[src/rtl/be_lane_pkg.sv]
// Package: shared size codes and bus geometry for the big-endian lane
// steering block. Assumes byte lanes and an even lane count.
package be_lane_pkg;

    localparam int unsigned LANE_W = 8;

    typedef enum logic [1:0] {
        SZ_BYTE = 2'b00,
        SZ_HALF = 2'b01,
        SZ_WORD = 2'b10,
        SZ_RSVD = 2'b11
    } xfer_size_e;

endpackage

[src/rtl/be_we_decode.sv]
// Module: be_we_decode
// Turns a taken store's size and low address into per-lane write
// enables. Lane k of memory sits on the k-th most significant byte, so
// enable bit NUM_LANES-1-k belongs to offset k. Assumes the caller gates
// 'take' with the handshake.
module be_we_decode
    import be_lane_pkg::*;
#(
    parameter int unsigned NUM_LANES = 4,
    localparam int unsigned OFS_W = $clog2(NUM_LANES)
) (
    input  logic                 take,
    input  logic                 is_write,
    input  logic                 is_fetch,
    input  logic [1:0]           size,
    input  logic [OFS_W-1:0]     ofs,
    output logic [NUM_LANES-1:0] we,
    output logic                 rsvd
);

    logic store_ok;

    // Purpose: qualify a store and flag the reserved size code.
    always_comb begin
        rsvd     = take && !is_fetch && (size == SZ_RSVD);
        store_ok = take && is_write && (size != SZ_RSVD);
    end

    for (genvar g = 0; g < NUM_LANES; g++) begin : g_lane
        logic byte_hit;
        logic half_hit;
        // Purpose: decide whether memory offset g is written.
        always_comb begin
            byte_hit = (ofs == OFS_W'(g));
            half_hit = (ofs[OFS_W-1] == 1'((g * 2) / NUM_LANES));
            unique case (size)
                SZ_BYTE: we[NUM_LANES-1-g] = store_ok && byte_hit;
                SZ_HALF: we[NUM_LANES-1-g] = store_ok && half_hit;
                SZ_WORD: we[NUM_LANES-1-g] = store_ok;
                default: we[NUM_LANES-1-g] = 1'b0;
            endcase
        end
    end

endmodule

[src/rtl/be_load_steer.sv]
// Module: be_load_steer
// Combinational shaping of a big-endian memory word into a register
// value: rotate for words, lane pick plus zero-extension for bytes and
// halfwords, and the two fetch halves. Assumes NUM_LANES is even.
module be_load_steer
    import be_lane_pkg::*;
#(
    parameter int unsigned NUM_LANES = 4,
    localparam int unsigned DATA_W = NUM_LANES * LANE_W,
    localparam int unsigned HALF_W = DATA_W / 2,
    localparam int unsigned OFS_W  = $clog2(NUM_LANES),
    localparam int unsigned LB_W   = $clog2(LANE_W),
    localparam int unsigned SH_W   = OFS_W + LB_W
) (
    input  logic [DATA_W-1:0] rdata,
    input  logic [1:0]        size,
    input  logic [OFS_W-1:0]  ofs,
    output logic [DATA_W-1:0] result,
    output logic [HALF_W-1:0] fetch_hi,
    output logic [HALF_W-1:0] fetch_lo
);

    logic [LANE_W-1:0]   lane [NUM_LANES];
    logic [HALF_W-1:0]   half [2];
    logic [2*DATA_W-1:0] doubled;
    logic [2*DATA_W-1:0] shifted;
    logic [SH_W-1:0]     shamt;

    for (genvar g = 0; g < NUM_LANES; g++) begin : g_lane
        // Purpose: name memory offset g by its big-endian lane.
        assign lane[g] = rdata[(NUM_LANES-1-g)*LANE_W +: LANE_W];
    end

    for (genvar h = 0; h < 2; h++) begin : g_half
        // Purpose: name halfword h, the lower address on the upper bits.
        assign half[h] = rdata[(1-h)*HALF_W +: HALF_W];
    end

    // Purpose: rotate right by whole lanes for non-aligned word loads.
    always_comb begin
        shamt   = {ofs, {LB_W{1'b0}}};
        doubled = {rdata, rdata};
        shifted = doubled >> shamt;
    end

    // Purpose: choose the load result by size.
    always_comb begin
        unique case (size)
            SZ_BYTE: result = DATA_W'(lane[ofs]);
            SZ_HALF: result = DATA_W'(half[ofs[OFS_W-1]]);
            SZ_WORD: result = shifted[DATA_W-1:0];
            default: result = '0;
        endcase
    end

    // Purpose: fetch halves in address order.
    always_comb begin
        fetch_hi = half[0];
        fetch_lo = half[1];
    end

endmodule

[src/rtl/be_load_pipe.sv]
// Module: be_load_pipe
// Registers the load result and sequences the two-beat instruction
// fetch. Assumes no new load is taken while a second beat is pending
// (enforced through 'busy').
module be_load_pipe #(
    parameter int unsigned DATA_W = 32,
    localparam int unsigned HALF_W = DATA_W / 2
) (
    input  logic              clk,
    input  logic              rst_n,
    input  logic              take_load,
    input  logic              take_fetch,
    input  logic [DATA_W-1:0] load_val,
    input  logic [HALF_W-1:0] fetch_hi,
    input  logic [HALF_W-1:0] fetch_lo,
    output logic              busy,
    output logic              out_valid,
    output logic [DATA_W-1:0] out_data
);

    logic              pend_q;
    logic [HALF_W-1:0] lo_q;

    // Purpose: load result register and second-beat holding state.
    always_ff @(posedge clk) begin
        if (!rst_n) begin
            out_valid <= 1'b0;
            out_data  <= '0;
            pend_q    <= 1'b0;
            lo_q      <= '0;
        end else if (take_fetch) begin
            out_valid <= 1'b1;
            out_data  <= DATA_W'(fetch_hi);
            pend_q    <= 1'b1;
            lo_q      <= fetch_lo;
        end else if (take_load) begin
            out_valid <= 1'b1;
            out_data  <= load_val;
            pend_q    <= 1'b0;
        end else if (pend_q) begin
            out_valid <= 1'b1;
            out_data  <= DATA_W'(lo_q);
            pend_q    <= 1'b0;
        end else begin
            out_valid <= 1'b0;
        end
    end

    assign busy = pend_q;

endmodule

[src/rtl/be_lane_steer.sv]
// Module: be_lane_steer (top)
// Lane steering between a core and a big-endian 32-bit memory bus:
// store write enables, load shaping and a registered result. Assumes the
// memory returns read data in the cycle the request is taken.
module be_lane_steer
    import be_lane_pkg::*;
#(
    parameter int unsigned NUM_LANES = 4,
    localparam int unsigned DATA_W = NUM_LANES * LANE_W,
    localparam int unsigned HALF_W = DATA_W / 2,
    localparam int unsigned OFS_W  = $clog2(NUM_LANES)
) (
    input  logic                 clk,
    input  logic                 rst_n,
    input  logic                 req_valid,
    output logic                 req_ready,
    input  logic                 req_write,
    input  logic [1:0]           req_size,
    input  logic [OFS_W-1:0]     req_addr,
    input  logic                 req_fetch,
    input  logic [DATA_W-1:0]    st_data,
    input  logic [DATA_W-1:0]    mem_rdata,
    output logic [NUM_LANES-1:0] mem_we,
    output logic [DATA_W-1:0]    mem_wdata,
    output logic                 size_err,
    output logic                 ld_valid,
    output logic [DATA_W-1:0]    ld_data
);

    logic              take;
    logic              take_load;
    logic              take_fetch;
    logic              busy;
    logic [DATA_W-1:0] load_val;
    logic [HALF_W-1:0] fetch_hi;
    logic [HALF_W-1:0] fetch_lo;

    // Purpose: handshake and classification of the taken request.
    always_comb begin
        req_ready  = !busy;
        take       = req_valid && req_ready;
        take_fetch = take && !req_write && req_fetch;
        take_load  = take && !req_write && !req_fetch && (req_size != SZ_RSVD);
    end

    // Purpose: store data goes out unrotated.
    assign mem_wdata = st_data;

    be_we_decode #(.NUM_LANES(NUM_LANES)) u_we (
        .take     (take),
        .is_write (req_write),
        .is_fetch (req_fetch),
        .size     (req_size),
        .ofs      (req_addr),
        .we       (mem_we),
        .rsvd     (size_err)
    );

    be_load_steer #(.NUM_LANES(NUM_LANES)) u_steer (
        .rdata    (mem_rdata),
        .size     (req_size),
        .ofs      (req_addr),
        .result   (load_val),
        .fetch_hi (fetch_hi),
        .fetch_lo (fetch_lo)
    );

    be_load_pipe #(.DATA_W(DATA_W)) u_pipe (
        .clk        (clk),
        .rst_n      (rst_n),
        .take_load  (take_load),
        .take_fetch (take_fetch),
        .load_val   (load_val),
        .fetch_hi   (fetch_hi),
        .fetch_lo   (fetch_lo),
        .busy       (busy),
        .out_valid  (ld_valid),
        .out_data   (ld_data)
    );

endmodule

[config.mk]
export PLATFORM = sky130hd
export DESIGN_NAME = be_lane_steer
export DESIGN_NICKNAME = d
export VERILOG_FILES = /design/src/rtl/be_lane_pkg.sv /design/src/rtl/be_we_decode.sv /design/src/rtl/be_load_steer.sv /design/src/rtl/be_load_pipe.sv /design/src/rtl/be_lane_steer.sv
export SDC_FILE = /design/constraint.sdc
export NUM_CORES = 1
export LEC_CHECK = 0
export BUFFER_PORTS_ARGS = -buffer_cell sky130_fd_sc_hd__buf_2
export CORE_MARGIN = 5
export CORE_UTILIZATION = 44
export CTS_CLUSTER_DIAMETER = 60
export DETAILED_ROUTE_END_ITERATION = 10
export PLACE_DENSITY = 0.85
export SYNTH_ARGS = -nofsm -noshare
export SYNTH_HDL_FRONTEND = slang
export SYNTH_SLANG_ARGS = --single-unit
[constraint.sdc]
create_clock -name clk -period 1.55 [get_ports clk]
set_input_delay 0.2325 -clock clk [delete_from_list [all_inputs] [get_ports clk]]
set_output_delay 0.2325 -clock clk [all_outputs]
set_load 0.02 [all_outputs]
=== After elaboration in Yosys (flattened, before gate mapping) ===
Cells that the tools add are included.

* Register bits: 50
* Input port bits: 73
* Output and inout bits: 71
* Logic and storage cells: 60

* Order comparisons: 2
* Eq/ne operators: 7
* Shift-type cells: 1
* Muxes and demuxes: 18
* Bitwise gates (word level): 4
* Reduce and logical (&&, ||, !) cells: 23

{| class="wikitable"
|+ Operators with widths
! operator !! number
|-
| $pmux W32 S3 || 1
|-
| $mux W16 || 4
|-
| $mux W32 || 2
|-
| $shr A64 B5 Y32 || 1
|-
| $bmux W8 S2 || 1
|-
| $mux W8 || 2
|-
| $logic_and A1 B1 Y1 || 15
|-
| $pmux W1 S3 || 4
|-
| $eq A2 B2 Y1 const B || 4
|-
| $eq A2 B1 Y1 const B || 2
|-
| $logic_not A2 Y1 || 2
|-
| $mux W1 || 4
|-
| $ge A3 B3 Y1 const B || 1
|-
| $logic_not A1 Y1 || 3
|-
| $not A2 Y3 || 1
|-
| $reduce_bool A3 Y1 || 1
|-
| $ge A2 B2 Y1 const B || 1
|-
| $ne A2 B2 Y1 const B || 1
|-
| $not A1 Y1 || 2
|-
| $not A1 Y2 || 1
|-
| $reduce_bool A2 Y1 || 1
|-
| $reduce_or A2 Y1 || 1
|}

=== Longest topological paths before layout ===
* Depth in word-level cells: 7
* Gate-level depth with buffers: 7
* Gate-level depth less buffers: 5

=== Modules after synthesis ===
Synthesis repeated with hierarchy kept, for this count alone.

* Cell total of the unflattened synthesis: 469
* Area total of the unflattened synthesis: 4056.4 sq um

{| class="wikitable"
|+ Modules (own cells, without submodules)
! module !! instances !! cells an instance !! area an instance (sq um) !! sequential area each (sq um)
|-
| be_load_pipe || 1 || 221 || 2189.6 || 1001.0
|-
| be_load_steer || 1 || 196 || 1505.2 || 0.0
|-
| be_lane_steer || 1 || 38 || 274.0 || 0.0
|-
| be_we_decode || 1 || 14 || 87.6 || 0.0
|}

=== Worst setup path before layout ===
No wires, ideal clock.

* Path kind: input to output
* From: input port req_addr[0]
* To: output port mem_we[0]
* Arrival time: 1.442 ns
* Required time: 1.317 ns
* Slack: -0.125 ns
* Stages: 5
* Path buffers: 3
* Path through: buf_2 -> buf_1 -> clkbuf_1 -> o21ai_0 -> a21oi_1

* Cells in the longest elaborated chain, start to end: 3

{| class="wikitable"
|+ RTL lines
! element !! RTL line !! source
|-
| start: declaration || be_lane_steer.sv:19 || <nowiki>input logic [OFS_W-1:0] req_addr,</nowiki>
|-
| $eq A2 B2 Y1 || be_we_decode.sv:34 || <nowiki>byte_hit = (ofs == OFS_W'(g));</nowiki>
|-
| $logic_and A1 B1 Y1 || be_we_decode.sv:37 || <nowiki>SZ_BYTE: we[NUM_LANES-1-g] = store_ok && byte_hit;</nowiki>
|-
| $pmux W1 S3 || be_we_decode.sv:36 || <nowiki>unique case (size)</nowiki>
|-
| end: declaration || be_lane_steer.sv:23 || <nowiki>output logic [NUM_LANES-1:0] mem_we,</nowiki>
|}

Every way passes these cells.

=== Worst setup path after layout ===
* From: register u_pipe.pend_q, in the netlist u_pipe.busy
* To: register u_pipe.out_data[7]

* Cells in the longest elaborated chain, start to end: 7
* Elaborated cells on any way between the ends: 9
* Classes of those cells: mux (2); reduce/logical (7)

{| class="wikitable"
|+ RTL lines
! element !! RTL line !! source
|-
| start: declaration || be_load_pipe.sv:21 || <nowiki>logic pend_q;</nowiki>
|-
| start signal: assignment || be_load_pipe.sv:29 || <nowiki>pend_q <= 1'b0;</nowiki>
|-
| start signal: assignment || be_load_pipe.sv:34 || <nowiki>pend_q <= 1'b1;</nowiki>
|-
| start signal: assignment || be_load_pipe.sv:39 || <nowiki>pend_q <= 1'b0;</nowiki>
|-
| $logic_not A1 Y1 || be_lane_steer.sv:40 || <nowiki>req_ready = !busy;</nowiki>
|-
| $logic_and A1 B1 Y1 || be_lane_steer.sv:41 || <nowiki>take = req_valid && req_ready;</nowiki>
|-
| $logic_and A1 B1 Y1 || be_lane_steer.sv:42, be_lane_steer.sv:43 ||
|-
| $logic_and A1 B1 Y1 (2 in series) || be_lane_steer.sv:43 || <nowiki>take_load = take && !req_write && !req_fetch && (req_size != SZ_RSVD);</nowiki>
|-
| $mux W32 || be_load_pipe.sv:36 || <nowiki>end else if (take_load) begin</nowiki>
|-
| $mux W16 || be_load_pipe.sv:31 || <nowiki>end else if (take_fetch) begin</nowiki>
|-
| end signal: assignment || be_load_pipe.sv:33 || <nowiki>out_data <= DATA_W'(fetch_hi);</nowiki>
|-
| end signal: assignment || be_load_pipe.sv:38 || <nowiki>out_data <= load_val;</nowiki>
|-
| end signal: assignment || be_load_pipe.sv:42 || <nowiki>out_data <= DATA_W'(lo_q);</nowiki>
|-
| end: declaration || be_load_pipe.sv:18 || <nowiki>output logic [DATA_W-1:0] out_data</nowiki>
|}

Parallel ways exist; a longest one is shown, timed or not.
A chain may end at the register's enable or synchronous reset.

==> results.py <==
metrics = {
    "drt": {
        "routedWlPerCell_um": 19.0,
        "drtIter0Drc": 440,
        "avgViaCountPerCell": 6.22,
        "num_vias": 3974,
        "routed_wl_um": 12100,
        "met1_length_um": 4530,
        "met2_length_um": 5620,
        "drc": 0,
        "route.met3.wl_um": 1500,
        "antenna_left": 0,
        "dr.max_layer_used": "met4",
        "first_pass_iters": 5,
    },
    "clock_tree": {
        "root_buffer": "clkbuf_8",
        "cts_buffers": 5,
        "cts_tree": "yes",
        "clkSinkCount": 50,
        "cts_max_path_buffers": 2,
        "cts_hold_buf": 0,
        "clk_pin_slew_ns": 0.10,
        "cts_htree_levels": 2,
        "clk_latency_ns": 0.32,
    },
    "pwr": {
        "irDropWorstVdd_mv": 0.373,
        "power.static_leakage_nw": 1.92,
        "powerDensity_nw_per_um2": 765,
    },
    "global_routing": {
        "grt_pass1_wl_um": 18900,
        "antenna_found_initial": 0,
        "grt_overflow": 0,
        "grt_usage": 0.239,
        "grt_max_degree": 28,
        "grt_pass1_vias": 3839,
    },
    "timing": {
        "period_share": 1.10,
        "finalClockSkew_ns": 0.00532,
        "clock.fmax_mhz": 585,
        "hold_viol": 0,
        "slew_viol_final": 0,
        "worst_slew_pin_slew_ns": 0.566,
        "setup_slack_ns": -0.158,
        "maxSlewHeadroom": 0.621,
        "finalCriticalPeriod_ns": 1.71,
        "finalSetupViolCount": 17,
        "rsz0062_at_grt": "true",
    },
    "min_path": {
        "worstHoldStart": "mem_rdata[6]",
        "min_path_type": "in -> reg",
    },
    "yosys": {
        "synth_cell_types": 48,
        "ys.flop_type": "dfxtp_1",
        "yosysTopAreaCell": "dfxtp_1",
        "ys_ff_latch": 50,
        "synth_fp_nets": 515,
        "syn_area_um2": 3360,
        "synth_edf_count": 0,
        "seq_area_frac_synth": 0.298,
        "avgSynthCellArea_um2": 7.61,
        "async_reset_ff_frac": 0,
        "yosys.area.top_type_share": 0.298,
        "synth_area_leaders": "dfxtp_1 30%, nand2_1 9.4%, buf_4 7.6%",
        "ys_warn_count": 0,
        "synthCells": 442,
    },
    "layout": {
        "area_growth_pct": 30.7,
        "layout.nets": 612,
        "final_util": 0.600,
        "drive_above_1_share": 0.374,
        "fillers": 583,
        "final_cells": 639,
        "diodes": 0,
    },
    "die": {
        "start_util": 0.459,
        "die_area_um2": 9490,
        "core-area_um2": 7330,
        "io_pins": 144,
        "die_w_um": 97.4,
        "die_h_um": 97.4,
        "rows": 31,
    },
    "setup_path": {
        "r2r-start": "u_pipe.busy$_SDFF_PN0_",
        "crit_path_end_kind": "flip-flop",
        "cp-start-kind": "flip-flop",
        "crit_type": "reg -> reg",
        "crit_path_start": "u_pipe.busy$_SDFF_PN0_",
        "crit_arrival_ns": 1.92,
        "cp_max_fo": 7,
        "worstPathRequired_ns": 1.77,
    },
    "placed_design": {
        "place_ws_ns": -0.219,
        "port_buffers": 79,
        "gp_congestion": 0.975,
        "placed_cells": 621,
        "dp_hpwl_um": 8510,
    },
    "job": {
        "cap_violations": 0,
    },
    "run_status": {
        "status": "finished with violations",
        "violations": "setup timing",
    },
}
-- routing by layer --
metal | global-route usage | up-vias
met2 | 0.382 | 316
li1 | - | 1745
met5 | 0 | -
met4 | 0.122 | 0
met1 | 0.290 | 1839
met3 | 0.0704 | 74
-- area by class of cell --
type                    count  area, um2  area share
repair buffers            153       1060       0.240
multi-input cells         321       2050       0.465
inverters                   8       30.0     0.00683
well taps                  99        124      0.0282
flip-flops and latches     50       1000       0.228
clock buffers               5       68.8      0.0157
clock inverters             3       68.8      0.0157
-- final timing paths --
check,end,slack [ns],cells after the start
hold / removal,u_pipe.lo_q[6]$_SDFFE_PN0P_,0.18,3
hold reg to reg,u_pipe.out_data[9]$_SDFFE_PN0P_,0.46,2
setup reg to reg,u_pipe.out_data[7]$_SDFFE_PN0P_,-0.16,5
setup / recovery,u_pipe.out_data[7]$_SDFFE_PN0P_,-0.16,5
-- flip-flops by register name, indices dropped and copies added, names as in the netlist --
name,flops
u_pipe.lo_q,16
u_pipe.out_valid,1
u_pipe.busy,1
u_pipe.out_data,32
-- cell families (layout without fill, tap and decap cells) --
family / count (synthesis) / after routing / share of synthesized area
flops: 50 / 50 / 0.298
buf+inv: 72 / 169 / 0.126
simple gates: 172 / 173 / 0.243
compound gates: 114 / 114 / 0.228
mux: 34 / 34 / 0.106
-- synthesized netlist by cell type, drive strengths merged, types with 3 or more instances --
cell type and number:
a211oi 8, a21oi 36, a221oi 10, a22oi 5, a31oi 5, a32oi 8, and3 6, buf 53
clkbuf 11, dfxtp 50, inv 7, mux2 12, mux2i 22, nand2 84, nand2b 5, nand3 8
nand3b 3, nor2 41, nor2b 6, nor3 3, nor3b 5, o211ai 10, o21ai 9, o22ai 9
o311ai 3, o32ai 5
-- per-stage QoR --
step	hold slack, ns	instance area (um2)	power [mW]	TNS, ns
after detailed placement	0.438	4080	2.17	-2.50
final	0.181	4400	3.36	-1.13
after floorplan	0.368	3410	1.93	-0.218
after global placement	0.436	4080	2.15	-1.57
after CTS	0.173	4290	3.32	-0.778
after global routing	0.168	4400	3.48	-2.45
-- where the power goes --
group          leakage (nW)  switching, mW  internal, mW
sequential            0.406         0.0230          1.32
combinational          1.45          0.498         0.374
clock                0.0683          0.494         0.647
-- worst max-delay path, cell delays in order, from the launching register on --
cell and delay, ns:
dfxtp_2 0.33, nand2b_4 0.18, or4_4 0.54, a221oi_2 0.23, nand3_1 0.12, and3_4 0.20
-- repair_timing --
action	in CTS	in global routing
setup endpoints to repair	15	34
resized for setup	11	11
gates cloned	1	1
buffers inserted	3	5
pin swaps	0	8
-- layout by cell type, fill, tap and decap left out, types with 3 or more instances in the layout --
cell type,count
a211oi_1,8
a21oi_1,35
a221oi_1,5
a221oi_2,5
a22oi_1,5
a31oi_1,4
a32oi_1,7
and3_1,5
buf_12,5
buf_2,75
buf_4,68
buf_6,4
clkbuf_8,5
dfxtp_1,49
inv_1,5
mux2_2,12
mux2i_1,21
nand2_1,83
nand2b_1,3
nand3_1,8
nand3b_1,3
nor2_1,38
nor2_2,3
nor2b_1,6
nor3b_1,5
o211ai_1,10
o21ai_0,4
o21ai_1,4
o22ai_1,8
o32ai_1,5
No activity file was read; power rests on OpenSTA's default activity.
